==> config.mk <==
export PLATFORM = sky130hd
export DESIGN_NAME = ldx_unit
export DESIGN_NICKNAME = d
export VERILOG_FILES = /design/src/rtl/ldx_pkg.sv /design/src/rtl/ldx_addr_gen.sv /design/src/rtl/ldx_prio.sv /design/src/rtl/ldx_status.sv /design/src/rtl/ldx_unit.sv
export SDC_FILE = /design/constraint.sdc
export NUM_CORES = 1
export LEC_CHECK = 0
export ABC_AREA = 1
export BUFFER_PORTS_ARGS = -buffer_cell sky130_fd_sc_hd__buf_2
export CORE_UTILIZATION = 40
export CTS_CLUSTER_DIAMETER = 120
export DETAILED_ROUTE_END_ITERATION = 16
export HOLD_SLACK_MARGIN = 0.15
export PLACE_DENSITY = 0.76
export REMOVE_ABC_BUFFERS = 1
export SLEW_MARGIN = 5
export SYNTH_ARGS = -nofsm -noshare
export SYNTH_HDL_FRONTEND = slang
export SYNTH_SLANG_ARGS = --single-unit
==> constraint.sdc <==
create_clock -name clk -period 2.2 [get_ports clk]
set_clock_uncertainty 0.05 [all_clocks]
set_input_delay 0.11 -clock clk [delete_from_list [all_inputs] [get_ports clk]]
set_output_delay 0.11 -clock clk [all_outputs]
set_load 0.05 [all_outputs]
==> src/rtl/ldx_pkg.sv <==
package ldx_pkg;

    typedef enum logic [1:0] {
        S_IDLE    = 2'd0,
        S_ADDR    = 2'd1,
        S_RESOLVE = 2'd2
    } ldx_state_e;

    typedef enum logic [1:0] {
        EXC_NONE = 2'd0,
        EXC_TLB  = 2'd1,
        EXC_PROT = 2'd2,
        EXC_BUS  = 2'd3
    } exc_kind_e;

    localparam logic [4:0] EC_TLB  = 5'b10010;
    localparam logic [4:0] EC_PROT = 5'b10000;
    localparam logic [4:0] EC_BUS  = 5'b00100;

    localparam int CTL_W = 9;

    // Bit 0 is user mode, bit 8 is the zone indicator.
    typedef struct packed {
        logic diz;
        logic ecc;
        logic s;
        logic carry;
        logic ee;
        logic vms;
        logic ums;
        logic vm;
        logic um;
    } ctl_t;

endpackage

==> src/rtl/ldx_addr_gen.sv <==
// Effective address generator. The fast variant adds while the operands
// are presented. The small variant latches the operands and adds in the
// following cycle, so the adder sits off the operand-bypass path.
module ldx_addr_gen #(
    parameter int DATA_W     = 32,
    parameter bit SMALL_AREA = 1'b0
) (
    input  logic              clk,
    input  logic              rst_n,
    input  logic              load,
    input  logic [DATA_W-1:0] op_a,
    input  logic [DATA_W-1:0] op_b,
    output logic [DATA_W-1:0] addr
);

    logic [DATA_W-1:0] addr_q;

    generate
        if (SMALL_AREA) begin : g_small
            logic [DATA_W-1:0] a_q;
            logic [DATA_W-1:0] b_q;
            logic              pend_q;

            always_ff @(posedge clk) begin
                if (!rst_n) begin
                    a_q    <= '0;
                    b_q    <= '0;
                    pend_q <= 1'b0;
                    addr_q <= '0;
                end else begin
                    pend_q <= load;
                    if (load) begin
                        a_q <= op_a;
                        b_q <= op_b;
                    end
                    if (pend_q) begin
                        addr_q <= a_q + b_q;
                    end
                end
            end
        end else begin : g_fast
            always_ff @(posedge clk) begin
                if (!rst_n) begin
                    addr_q <= '0;
                end else if (load) begin
                    addr_q <= op_a + op_b;
                end
            end
        end
    endgenerate

    assign addr = addr_q;

endmodule

==> src/rtl/ldx_prio.sv <==
// Fault priority resolver: translation miss, then zone denial, then
// refused exclusive access. Purely combinational.
module ldx_prio
    import ldx_pkg::*;
#(
    parameter bit EXCL_BUS = 1'b1
) (
    input  logic      tlb_miss,
    input  logic      zone_deny,
    input  logic      excl_region,
    input  logic      exokay,
    input  logic      um,
    input  logic      vm,
    input  logic      ee,
    output exc_kind_e kind,
    output logic      excl_fail
);

    localparam logic EXCL_ON = EXCL_BUS;

    logic excl_eff;
    logic tlb_hit;
    logic prot_hit;
    logic bus_hit;

    always_comb begin
        excl_eff  = excl_region & EXCL_ON;
        excl_fail = excl_eff & ~exokay;
        tlb_hit   = tlb_miss & vm;
        prot_hit  = zone_deny & um & vm;
        bus_hit   = excl_fail & ee;

        if (tlb_hit) begin
            kind = EXC_TLB;
        end else if (prot_hit) begin
            kind = EXC_PROT;
        end else if (bus_hit) begin
            kind = EXC_BUS;
        end else begin
            kind = EXC_NONE;
        end
    end

endmodule

==> src/rtl/ldx_status.sv <==
// Architectural state touched by the operation: status word, cause code,
// reservation bit and the destination write port.
module ldx_status
    import ldx_pkg::*;
#(
    parameter int DATA_W = 32,
    parameter int RSEL_W = 5
) (
    input  logic              clk,
    input  logic              rst_n,
    input  logic              commit,
    input  exc_kind_e         kind,
    input  logic              excl_fail,
    input  logic [DATA_W-1:0] load_data,
    input  logic [RSEL_W-1:0] load_sel,
    input  logic              ctl_wr,
    input  ctl_t              ctl_wdata,
    input  logic              resv_clr,
    output ctl_t              ctl,
    output logic [4:0]        ec,
    output logic              resv,
    output logic              rd_we,
    output logic [RSEL_W-1:0] rd_sel,
    output logic [DATA_W-1:0] rd_data
);

    ctl_t              ctl_q;
    logic [4:0]        ec_q;
    logic              resv_q;
    logic              we_q;
    logic [RSEL_W-1:0] sel_q;
    logic [DATA_W-1:0] data_q;

    always_ff @(posedge clk) begin
        if (!rst_n) begin
            ctl_q  <= '0;
            ec_q   <= '0;
            resv_q <= 1'b0;
            we_q   <= 1'b0;
            sel_q  <= '0;
            data_q <= '0;
        end else begin
            we_q <= 1'b0;
            if (commit) begin
                unique case (kind)
                    EXC_TLB: begin
                        ec_q      <= EC_TLB;
                        ctl_q.s   <= 1'b0;
                        ctl_q.ums <= ctl_q.um;
                        ctl_q.vms <= ctl_q.vm;
                        ctl_q.um  <= 1'b0;
                        ctl_q.vm  <= 1'b0;
                    end
                    EXC_PROT: begin
                        ec_q      <= EC_PROT;
                        ctl_q.s   <= 1'b0;
                        ctl_q.diz <= 1'b1;
                        ctl_q.ums <= ctl_q.um;
                        ctl_q.vms <= ctl_q.vm;
                        ctl_q.um  <= 1'b0;
                        ctl_q.vm  <= 1'b0;
                    end
                    EXC_BUS: begin
                        ec_q      <= EC_BUS;
                        ctl_q.ecc <= 1'b0;
                    end
                    EXC_NONE: begin
                        ctl_q.carry <= excl_fail;
                        resv_q      <= 1'b1;
                        we_q        <= 1'b1;
                        sel_q       <= load_sel;
                        data_q      <= load_data;
                    end
                    default: ;
                endcase
            end else begin
                if (ctl_wr) begin
                    ctl_q <= ctl_wdata;
                end
                if (resv_clr) begin
                    resv_q <= 1'b0;
                end
            end
        end
    end

    assign ctl     = ctl_q;
    assign ec      = ec_q;
    assign resv    = resv_q;
    assign rd_we   = we_q;
    assign rd_sel  = sel_q;
    assign rd_data = data_q;

endmodule

==> src/rtl/ldx_unit.sv <==
// Load-exclusive execution unit: sequencer plus address, priority and
// status sub-blocks.
module ldx_unit
    import ldx_pkg::*;
#(
    parameter int DATA_W     = 32,
    parameter int RSEL_W     = 5,
    parameter bit SMALL_AREA = 1'b0,
    parameter bit EXCL_BUS   = 1'b1
) (
    input  logic              clk,
    input  logic              rst_n,
    input  logic              start,
    input  logic [DATA_W-1:0] src_a,
    input  logic [DATA_W-1:0] src_b,
    input  logic [RSEL_W-1:0] dst_sel,
    input  logic              tlb_miss,
    input  logic              zone_deny,
    input  logic              excl_region,
    output logic              mem_req,
    output logic [DATA_W-1:0] mem_addr,
    input  logic [DATA_W-1:0] mem_rdata,
    input  logic              mem_exokay,
    input  logic              ctl_wr,
    input  logic [CTL_W-1:0]  ctl_wdata,
    input  logic              resv_clr,
    output logic [CTL_W-1:0]  status,
    output logic [4:0]        esr_ec,
    output logic              resv,
    output logic              rd_we,
    output logic [RSEL_W-1:0] rd_sel,
    output logic [DATA_W-1:0] rd_data,
    output logic              done,
    output logic              exc_taken
);

    localparam ldx_state_e ISSUE_TARGET = SMALL_AREA ? S_ADDR : S_RESOLVE;

    ldx_state_e        state_q;
    ldx_state_e        state_d;
    logic              issue;
    logic              resolving;
    logic [RSEL_W-1:0] sel_q;
    logic              done_q;
    logic              exc_q;
    exc_kind_e         kind;
    logic              excl_fail;
    ctl_t              ctl;

    assign issue     = (state_q == S_IDLE) && start;
    assign resolving = (state_q == S_RESOLVE);

    // State register.
    always_ff @(posedge clk) begin
        if (!rst_n) begin
            state_q <= S_IDLE;
        end else begin
            state_q <= state_d;
        end
    end

    // Transitions T_ISSUE_FAST / T_ISSUE_SMALL, T_ADDR_DONE, T_RETIRE.
    always_comb begin
        state_d = state_q;
        unique case (state_q)
            S_IDLE:    if (start) state_d = ISSUE_TARGET;
            S_ADDR:    state_d = S_RESOLVE;
            S_RESOLVE: state_d = S_IDLE;
            default:   state_d = S_IDLE;
        endcase
    end

    // Registered outputs of the sequencer.
    always_ff @(posedge clk) begin
        if (!rst_n) begin
            sel_q  <= '0;
            done_q <= 1'b0;
            exc_q  <= 1'b0;
        end else begin
            if (issue) begin
                sel_q <= dst_sel;
            end
            done_q <= resolving;
            exc_q  <= resolving && (kind != EXC_NONE);
        end
    end

    ldx_addr_gen #(
        .DATA_W     (DATA_W),
        .SMALL_AREA (SMALL_AREA)
    ) u_addr (
        .clk   (clk),
        .rst_n (rst_n),
        .load  (issue),
        .op_a  (src_a),
        .op_b  (src_b),
        .addr  (mem_addr)
    );

    ldx_prio #(
        .EXCL_BUS (EXCL_BUS)
    ) u_prio (
        .tlb_miss    (tlb_miss),
        .zone_deny   (zone_deny),
        .excl_region (excl_region),
        .exokay      (mem_exokay),
        .um          (ctl.um),
        .vm          (ctl.vm),
        .ee          (ctl.ee),
        .kind        (kind),
        .excl_fail   (excl_fail)
    );

    ldx_status #(
        .DATA_W (DATA_W),
        .RSEL_W (RSEL_W)
    ) u_status (
        .clk       (clk),
        .rst_n     (rst_n),
        .commit    (resolving),
        .kind      (kind),
        .excl_fail (excl_fail),
        .load_data (mem_rdata),
        .load_sel  (sel_q),
        .ctl_wr    (ctl_wr),
        .ctl_wdata (ctl_t'(ctl_wdata)),
        .resv_clr  (resv_clr),
        .ctl       (ctl),
        .ec        (esr_ec),
        .resv      (resv),
        .rd_we     (rd_we),
        .rd_sel    (rd_sel),
        .rd_data   (rd_data)
    );

    assign mem_req   = resolving;
    assign status    = ctl;
    assign done      = done_q;
    assign exc_taken = exc_q;

endmodule

# Word-level counts from Yosys, hierarchy flattened
# Cells that the tools add are included.
# op_classes
add_sub_neg,1
eq_ne,10
mux,18
bitwise,7
reduce_logical,18
# ops
operator,count
$add A32 B32 Y32,1
$reduce_and A2 Y1,9
$pmux W5 S3,1
$mux W4,3
$mux W9,1
$mux W1,8
$mux W2,4
$eq A2 B2 Y1 const B,3
$ne A2 B1 Y1 const B,3
$reduce_bool A2 Y1,3
$and A1 B1 Y1,5
$eq A2 B1 Y1 const B,2
$logic_not A2 Y1,2
$ne A2 B2 Y1 const B,2
$pmux W2 S2,1
$reduce_bool A3 Y1,1
$logic_and A1 B1 Y1,2
$not A1 Y1,2
$reduce_or A2 Y1,1
# word_totals
register_bits,94
inputBits,119
out_inout_bits,88
wordCells,73

# Longest topological paths before layout
# Gate-level depths: netlist (run 1).
# depth
word_depth,10
mapped_depth,14
ltp_nobuf,14

# Hierarchy
# A second synthesis (run 1) with hierarchy kept.
# hier_totals
cells_unflattened,976
hier_area_um2,5918.2
# modules_own_cells
module,instances,cells_per_inst,area_per_inst_um2,seq_area_each_um2
ldx_addr_gen,1,678,3598.5,640.6
ldx_status,1,248,1974.4,1021.0
ldx_unit,1,41,301.5,160.2
ldx_prio,1,9,43.8,0.0

# Worst setup path before layout (run 1)
# No wires, ideal clock.
# synth_timing
kind,reg2reg
start,"register, netlist name u_status.ctl[1]"
end,register u_status.data_q[14] (netlist: u_status.rd_data[14])
setup_ns,0.116
arrival_time_ns,1.604
t_required_ns,2.034
setup_slack_ns,0.431
path_stages_with_launch,11
n_path_buf,2
synth_period_minus_slack_ns,1.769
path_cell_list,dfxtp_1 nand3_1 a21oi_1 inv_1 ha_1 nand2_1 inv_1 buf_2 buf_2 nor2_1 nor2_1
# synth_between
elab_chain_cells,5
word_cells_on_any_way,6
cone_classes,2 x mux; 2 x bitwise; 2 x reduce/logical
# synth_lines
item,line,rtl
$and A1 B1 Y1,ldx_prio.sv:30,prot_hit = zone_deny & um & vm;
$mux W2,ldx_prio.sv:35,end else if (prot_hit) begin
$mux W2 *,ldx_prio.sv:33,if (tlb_hit) begin
$logic_not A2 Y1 *,ldx_status.sv:45,unique case (kind)
$reduce_and A2 Y1 (no line) *,--,
end signal: assignment,ldx_status.sv:72,data_q <= load_data;
end: declaration,ldx_status.sv:32,logic [DATA_W-1:0] data_q;
# Mark *: on every way between the ends. The rest lies on a longest branch, timed or not.
# A chain may end at the register's enable or synchronous reset.

# Worst setup path after layout (run 1)
# layout_timing
start,input src_b[0]
end,register u_addr.addr_q[16] (netlist: u_addr.addr[16])
# layout_between
elab_chain_cells,1
# layout_lines
item,line,rtl
start: declaration,ldx_unit.sv:15,"input logic [DATA_W-1:0] src_b,"
$add A32 B32 Y32,ldx_addr_gen.sv:46,addr_q <= op_a + op_b;
end signal: assignment,ldx_addr_gen.sv:46,
end: declaration,ldx_addr_gen.sv:16,logic [DATA_W-1:0] addr_q;
# Every way passes these cells.

==> results of run 1 <==
-- cell usage after synthesis (all sizes together), types with 4 or more instances --
| library cell | number |
|---|---|
| clkbuf | 15 |
| o21ai | 65 |
| nand3 | 42 |
| inv | 149 |
| xor2 | 7 |
| dfxtp | 91 |
| a21oi | 38 |
| a31oi | 4 |
| nand2 | 261 |
| nor2 | 189 |
| buf | 14 |
| xnor2 | 6 |
| ha | 35 |
-- routing by layer --
layer  track usage [%]  routed length [um]
met1              26.8                7380
met2              38.6                7810
met3              3.15                1050
met4              8.49                 285
met5                 0                   0
-- through the flow --
| step | total power [uW] | util [%] | cell area, sq um | hold WS, ns |
|---|---|---|---|---|
| finish | 5130 | 55.9 | 7750 | 0.153 |
| global route | 5410 | 55.9 | 7750 | 0.230 |
| CTS | 5140 | 55.8 | 7740 | 0.151 |
| detailed placement | 3480 | 49.8 | 6910 | 0.270 |
| global placement | 3460 | 49.8 | 6910 | 0.262 |
| floorplan | 3010 | - | 5560 | 0.161 |
-- where the power goes --
part / switching (uW) / total, uW / internal (uW)
logic: 1140 / 1690 / 552
clock network: 706 / 1600 / 890
registers: 64.3 / 1840 / 1780
total: 1910 / 5130 / 3220
-- logic make-up (layout without fill, tap and decap cells) --
logic type	count (synthesis)	after routing	share of synthesized area [%]
flops	91	91	32.0
xor+xnor	13	13	2.00
compound gates	117	117	11.0
buf+inv	178	432	12.3
simple gates	499	499	34.7
fa+ha+maj	36	36	8.04
other cells	1	2	0.0658
-- state kept, by name, indices dropped and copies added (netlist names) --
signal and flops:
u_status.rd_data 32, u_status.ec 3, u_addr.addr 32, done 1
u_status.rd_we 1, u_status.rd_sel 5, sel_q 5, state_q 1
u_status.resv 1, exc_taken 1, u_status.ctl 9
-- layout make-up --
| cell class | count | share of cell area, % |
|---|---|---|
| Multi-Input combinational cell | 667 | 41.2 |
| Sequential cell | 91 | 23.5 |
| Timing Repair Buffer | 267 | 21.3 |
| Inverter | 149 | 7.21 |
| Clock buffer | 9 | 2.90 |
| Tap cell | 180 | 2.90 |
| Clock inverter | 7 | 0.968 |
-- worst min path at each step --
stage / start / endpoint / slack (ns) / depth (start not counted)
2_1_floorplan: resv_clr / u_status.resv$_SDFFE_PN0P_ / 0.16 / 1
3_3_place_gp: resv_clr / u_status.resv$_SDFFE_PN0P_ / 0.26 / 2
3_5_place_dp: resv_clr / u_status.resv$_SDFFE_PN0P_ / 0.27 / 2
4_1_cts: ctl_wr / u_status.ctl[5]$_SDFFE_PN0P_ / 0.15 / 4
5_1_grt: start / state_q[1]$_SDFFE_PN0P_ / 0.23 / 4
6_report: ctl_wr / u_status.ctl[5]$_SDFFE_PN0P_ / 0.15 / 4
-- critical path: stages --
cell and delay, ns:
sky130_fd_sc_hd__dlygate4sd3_1 0.53, sky130_fd_sc_hd__buf_2 0.10, sky130_fd_sc_hd__ha_2 0.18, sky130_fd_sc_hd__inv_1 0.06, sky130_fd_sc_hd__fa_2 0.36, sky130_fd_sc_hd__inv_2 0.08, sky130_fd_sc_hd__nand3_1 0.09, sky130_fd_sc_hd__nand3_2 0.12
sky130_fd_sc_hd__a21oi_1 0.10, sky130_fd_sc_hd__nor2_1 0.10, sky130_fd_sc_hd__nor2_1 0.06, sky130_fd_sc_hd__nand2_1 0.07, sky130_fd_sc_hd__nand2_1 0.05, sky130_fd_sc_hd__o21ai_0 0.13, sky130_fd_sc_hd__inv_1 0.05
-- timing repair --
item	in CTS	in global routing
hold buffers	53	0
resized for setup	0	6
endpoints found under the hold margin	49	0
setup buffers	0	0
endpoints found under the setup margin	0	13
==> flow_metrics.py, run 1 <==
metrics = {
    "critical_path": {
        "worst-endpoint-arrival_ns": 2.20,
        "crit_path_end": "u_addr.addr[16]$_SDFFE_PN0P_",
        "crit_path_start": "src_b[0]",
        "launching_element_type_of_the_critical_path": "primary input",
        "worst-r2r-setup-slack_ns": 0.25,
        "worst-endpoint-required_ns": 2.39,
        "critPathKind": "primary input to flip-flop",
        "critical_path.reg2reg.startpoint": "u_status.ctl[1]$_SDFFE_PN0P_",
        "worst_r2r_path_depth": 8,
        "worst_r2r_endpoint": "u_status.resv$_SDFFE_PN0P_",
        "crit_path_max_fanout": 4,
        "end_kind": "flip-flop",
    },
    "cells_and_area": {
        "seqCellArea_sq_mm": 0.00182,
        "multiInputGateArea_sq_mm": 0.00319,
        "num-nets-final": 1340,
        "n_fill_cell": 1361,
        "layout_common_cells": "sky130_fd_sc_hd__nand2_1, sky130_fd_sc_hd__buf_2, sky130_fd_sc_hd__nor2_1",
        "n_antenna_cell": 0,
        "syn_to_final_growth_pct": 36.1,
        "layout_commonest_cell": "sky130_fd_sc_hd__nand2_1",
        "stdcell_count": 1370,
        "final_layout_size_suffix_gt1_share_pct": 21.0,
    },
    "routing": {
        "remaining_drc_errors": 0,
        "route.detailed.vias_per_inst": 4.68,
        "vias": 6405,
        "final_antenna_net_count": 0,
        "wl_per_cell_um": 12.1,
        "routed_wl_um": 16500,
        "drtPass1Iterations": 5,
        "drt_first_iter_violations": 391,
    },
    "floorplan": {
        "die_area_sq_mm": 0.0147,
        "fp-row-count": 43,
        "core_sq_mm": 0.0139,
        "die_w_um": 121,
        "ios": 207,
        "initial_standard_cell_utilization_of_the_core_pct": 41.1,
        "die_height_um": 121,
    },
    "timing": {
        "grt_setup_unrepaired": "false",
        "worst_pin_slew_ns": 0.570,
        "hold_violations": 0,
        "finalWorstPathRequiredPeriod_ns": 2.01,
        "setup_viol_count_final": 0,
        "timing.final.crit_share_pct": 91.2,
        "postLayoutSetupSlackWorst_ns": 0.194,
        "fin_tns_setup_ns": 0,
        "slew_headroom_pct": 62.0,
        "max_freq_ghz": 0.498,
        "timing.final.max_slew_violations": 0,
    },
    "cts": {
        "h-tree-depth": 3,
        "cts_inserted_buffers": 9,
        "tritoncts": "done",
        "cts_root_buffer": "sky130_fd_sc_hd__clkbuf_16",
        "number_of_buffers_between_clock_root_and_the_deepest_sink": 2,
        "cts_sinks": 91,
        "path_clk_slew_ns": 0.07,
        "clkLatencyLatePin_ns": 0.34,
    },
    "synth": {
        "post_synth_design_cell_area_sq_mm": 0.00570,
        "post_synth_cell_types": 33,
        "synth_top_area_share_pct": 32.0,
        "async_reset_ff_share_pct": 0,
        "synth-seq-area-share_pct": 32.0,
        "synth_area_per_cell_sq_um": 6.10,
        "synth_top_area_cell": "sky130_fd_sc_hd__dfxtp_1",
        "postSynthCellCount": 935,
        "synth-warning-count": 0,
        "register_bit_count_reported_by_yosys": 91,
        "postSynth.topFlopCell": "sky130_fd_sc_hd__dfxtp_1",
        "synth_top_cells_by_area": "sky130_fd_sc_hd__dfxtp_1, sky130_fd_sc_hd__nand2_1, sky130_fd_sc_hd__nor2_1",
        "synth-edff-count": 0,
    },
    "run_status": {
        "run_status": "finished, final reports clean",
    },
    "place": {
        "dp_cells": 1301,
        "placement.io_buffers": 204,
        "finalWeightedCongestion": 0.896,
        "post-dp-hpwl_um": 12200,
        "dp_worst_setup_slack_ns": 0.205,
    },
    "power_and_ir_drop": {
        "power_density_mw_per_mm2": 662,
        "peakVddDrop_mv": 0.320,
        "power_leakage_uw": 0.00447,
    },
    "grt": {
        "antenna_found_initial": 0,
        "globalRouteOverflowTotal": 0,
        "via_count_of_the_first_global_routing_pass": 5582,
        "grtUsageTotal_pct": 22.0,
        "maximum_number_of_pins_on_one_net_before_global_route_repair": 40,
        "grt_first_pass_wirelength_um": 25500,
    },
    "job": {
        "count_of_maximum_capacitance_violations": 0,
    },
    "min_path": {
        "min-delay-path-class": "primary input to flip-flop",
    },
}
(Power assumes the default switching activity.)
==> run 2: changes to the inputs <==
BUFFER_PORTS_ARGS = unset   (was -buffer_cell sky130_fd_sc_hd__buf_2)
DONT_BUFFER_PORTS = 1   (was unset)
PLACE_DENSITY = 0.63   (was 0.76)
==> run 2 against run 1 <==
Effect of this change:
- first-iteration DRC count decreased by 21%
- fmax decreased by 5.3%
- largest cell class unchanged
- flip-flop and latch count unchanged
- critical path depth decreased by 9
- sequential power increased by 20%
- non-clock buffer count decreased by 173
- sequential share of layout area increased by 2.5 points
- combinational power decreased by 30%
- worst setup slack got worse by 0.11 ns
==> flow_metrics.py, run 2 (synthesis gave the netlist of run 1 again) <==
metrics = {
    "run_status": {
        "run_status": "finished, final reports clean",
    },
    "routing": {
        "final_antenna_net_count": 0,
        "routed_wl_um": 16000,
        "route.detailed.vias_per_inst": 4.80,
        "vias": 5754,
        "drtPass1Iterations": 5,
        "wl_per_cell_um": 13.4,
        "drt_first_iter_violations": 310,
        "remaining_drc_errors": 0,
    },
    "timing": {
        "timing.final.max_slew_violations": 0,
        "setup_viol_count_final": 0,
        "worst_pin_slew_ns": 0.583,
        "grt_setup_unrepaired": "false",
        "hold_violations": 0,
        "timing.final.crit_share_pct": 96.3,
        "slew_headroom_pct": 61.1,
        "max_freq_ghz": 0.472,
        "fin_tns_setup_ns": 0,
        "finalWorstPathRequiredPeriod_ns": 2.12,
    },
    "cells_and_area": {
        "layout_common_cells": "sky130_fd_sc_hd__nand2_1, sky130_fd_sc_hd__nor2_1, sky130_fd_sc_hd__inv_1",
        "final_layout_size_suffix_gt1_share_pct": 5.70,
        "num-nets-final": 1167,
        "stdcell_count": 1199,
        "final_core_util_pct": 50.6,
        "syn_to_final_growth_pct": 23.1,
        "n_fill_cell": 1417,
        "design_area_sq_mm": 0.00702,
        "layout_commonest_cell": "sky130_fd_sc_hd__nand2_1",
    },
    "floorplan": {
        "die_w_um": 121,
        "die_height_um": 121,
        "ios": 207,
        "core_sq_mm": 0.0139,
        "die_area_sq_mm": 0.0147,
        "fp-row-count": 43,
        "initial_standard_cell_utilization_of_the_core_pct": 41.1,
    },
    "critical_path": {
        "worst_r2r_endpoint": "u_status.ctl[4]$_SDFFE_PN0P_",
        "worst-endpoint-arrival_ns": 2.30,
        "worst-r2r-setup-slack_ns": 0.08,
        "worst_r2r_path_depth": 6,
        "launching_element_type_of_the_critical_path": "flip-flop",
        "end_kind": "flip-flop",
        "critPathKind": "flip-flop to flip-flop",
        "critical_path.reg2reg.startpoint": "state_q[1]$_SDFFE_PN0P_",
        "worst-endpoint-required_ns": 2.38,
        "crit_path_max_fanout": 7,
    },
    "place": {
        "dp_cells": 1109,
        "post-dp-hpwl_um": 11700,
        "placement.io_buffers": 0,
        "finalWeightedCongestion": 0.853,
        "place_area_sq_mm": 0.00598,
    },
    "cts": {
        "cts_root_buffer": "sky130_fd_sc_hd__clkbuf_16",
        "cts_sinks": 91,
        "h-tree-depth": 3,
        "tritoncts": "done",
        "number_of_buffers_between_clock_root_and_the_deepest_sink": 2,
        "cts_inserted_buffers": 9,
        "cts_setup_buffers": 0,
        "path_clk_slew_ns": 0.08,
        "clkLatencyLatePin_ns": 0.34,
    },
    "job": {
        "count_of_maximum_capacitance_violations": 0,
    },
    "power_and_ir_drop": {
        "power_density_mw_per_mm2": 703,
        "power_leakage_uw": 0.00370,
        "peakVddDrop_mv": 0.339,
    },
    "grt": {
        "globalRouteOverflowTotal": 0,
        "antenna_found_initial": 1,
        "grt_first_pass_wirelength_um": 25100,
        "via_count_of_the_first_global_routing_pass": 5371,
        "grtUsageTotal_pct": 21.6,
        "maximum_number_of_pins_on_one_net_before_global_route_repair": 61,
    },
    "min_path": {
        "min-delay-path-class": "primary input to flip-flop",
        "worstHoldEndpoint": "u_addr.addr[6]$_SDFFE_PN0P_",
        "hold_path.startpoint": "src_a[6]",
        "hold_critical_path_depth": 3,
    },
}
[run 2: final cells by class]
type / instances / area [sq um] / share of cell area [%]
Antenna cell: 2 / 5.00 / 0.0713
Clock inverter: 6 / 55.1 / 0.784
Timing Repair Buffer: 94 / 921 / 13.1
Tap cell: 180 / 225 / 3.21
Multi-Input combinational cell: 667 / 3190 / 45.5
Sequential cell: 91 / 1820 / 26.0
Clock buffer: 10 / 239 / 3.41
Inverter: 149 / 559 / 7.97
[run 2: routing by layer]
metal  global-route usage [%]  part of all wire [%]  vias to the layer above
li1                         -                     -                     3011
met1                     25.7                    45                     2527
met2                     36.5                    45                      188
met3                     5.83                   7.9                       28
met4                     8.33                   2.2                        0
met5                        0                     0                        -
[run 2: worst max-delay path by stage]
| stage | start | end | slack [ns] | cells after the start |
|---|---|---|---|---|
| 2_1_floorplan | u_status.ctl[1]$_SDFFE_PN0P_ | u_status.ctl[5]$_SDFFE_PN0P_ | -0.69 | 8 |
| 3_3_place_gp | u_status.ctl[1]$_SDFFE_PN0P_ | u_status.ctl[2]$_SDFFE_PN0P_ | 0.39 | 9 |
| 3_5_place_dp | u_status.ctl[1]$_SDFFE_PN0P_ | u_status.ctl[2]$_SDFFE_PN0P_ | 0.32 | 9 |
| 4_1_cts | state_q[1]$_SDFFE_PN0P_ | u_status.ctl[4]$_SDFFE_PN0P_ | 0.06 | 6 |
| 5_1_grt | src_b[0] | u_addr.addr[28]$_SDFFE_PN0P_ | 0.01 | 14 |
| 6_report | state_q[1]$_SDFFE_PN0P_ | u_status.ctl[4]$_SDFFE_PN0P_ | 0.08 | 6 |
[run 2: per-stage QoR]
step | worst slack [ns] | hold WS, ns | power (uW)
after floorplan | -0.691 | 0.161 | 3010
after global placement | 0.386 | 0.162 | 3280
after detailed placement | 0.316 | 0.166 | 3290
after CTS | 0.0601 | 0.151 | 4980
after global routing | 0.0132 | 0.192 | 5240
final | 0.0819 | 0.161 | 4930
[run 2: critical path: stages, from the launching register on]
cell                            delay, ns
sky130_fd_sc_hd__dfxtp_2             0.36
sky130_fd_sc_hd__inv_1               0.14
sky130_fd_sc_hd__nand2_2             0.11
sky130_fd_sc_hd__o21ai_0             0.18
sky130_fd_sc_hd__dlygate4sd3_1       0.59
sky130_fd_sc_hd__nor2_1              0.04
sky130_fd_sc_hd__dlygate4sd3_1       0.55
[run 2: power by group]
| part | total (uW) | switching, uW | internal [uW] | leakage, uW |
|---|---|---|---|---|
| logic | 1190 | 735 | 456 | 0.00281 |
| registers | 2200 | 425 | 1780 | 0.000751 |
| clock network | 1540 | 719 | 822 | 0.000140 |
| total | 4930 | 1880 | 3060 | 0.00370 |
[run 2: timing repair]
action	in CTS	in global routing
endpoints found under the setup margin	0	3
endpoints found under the hold margin	72	0
hold buffers	72	0
resized for setup	0	5
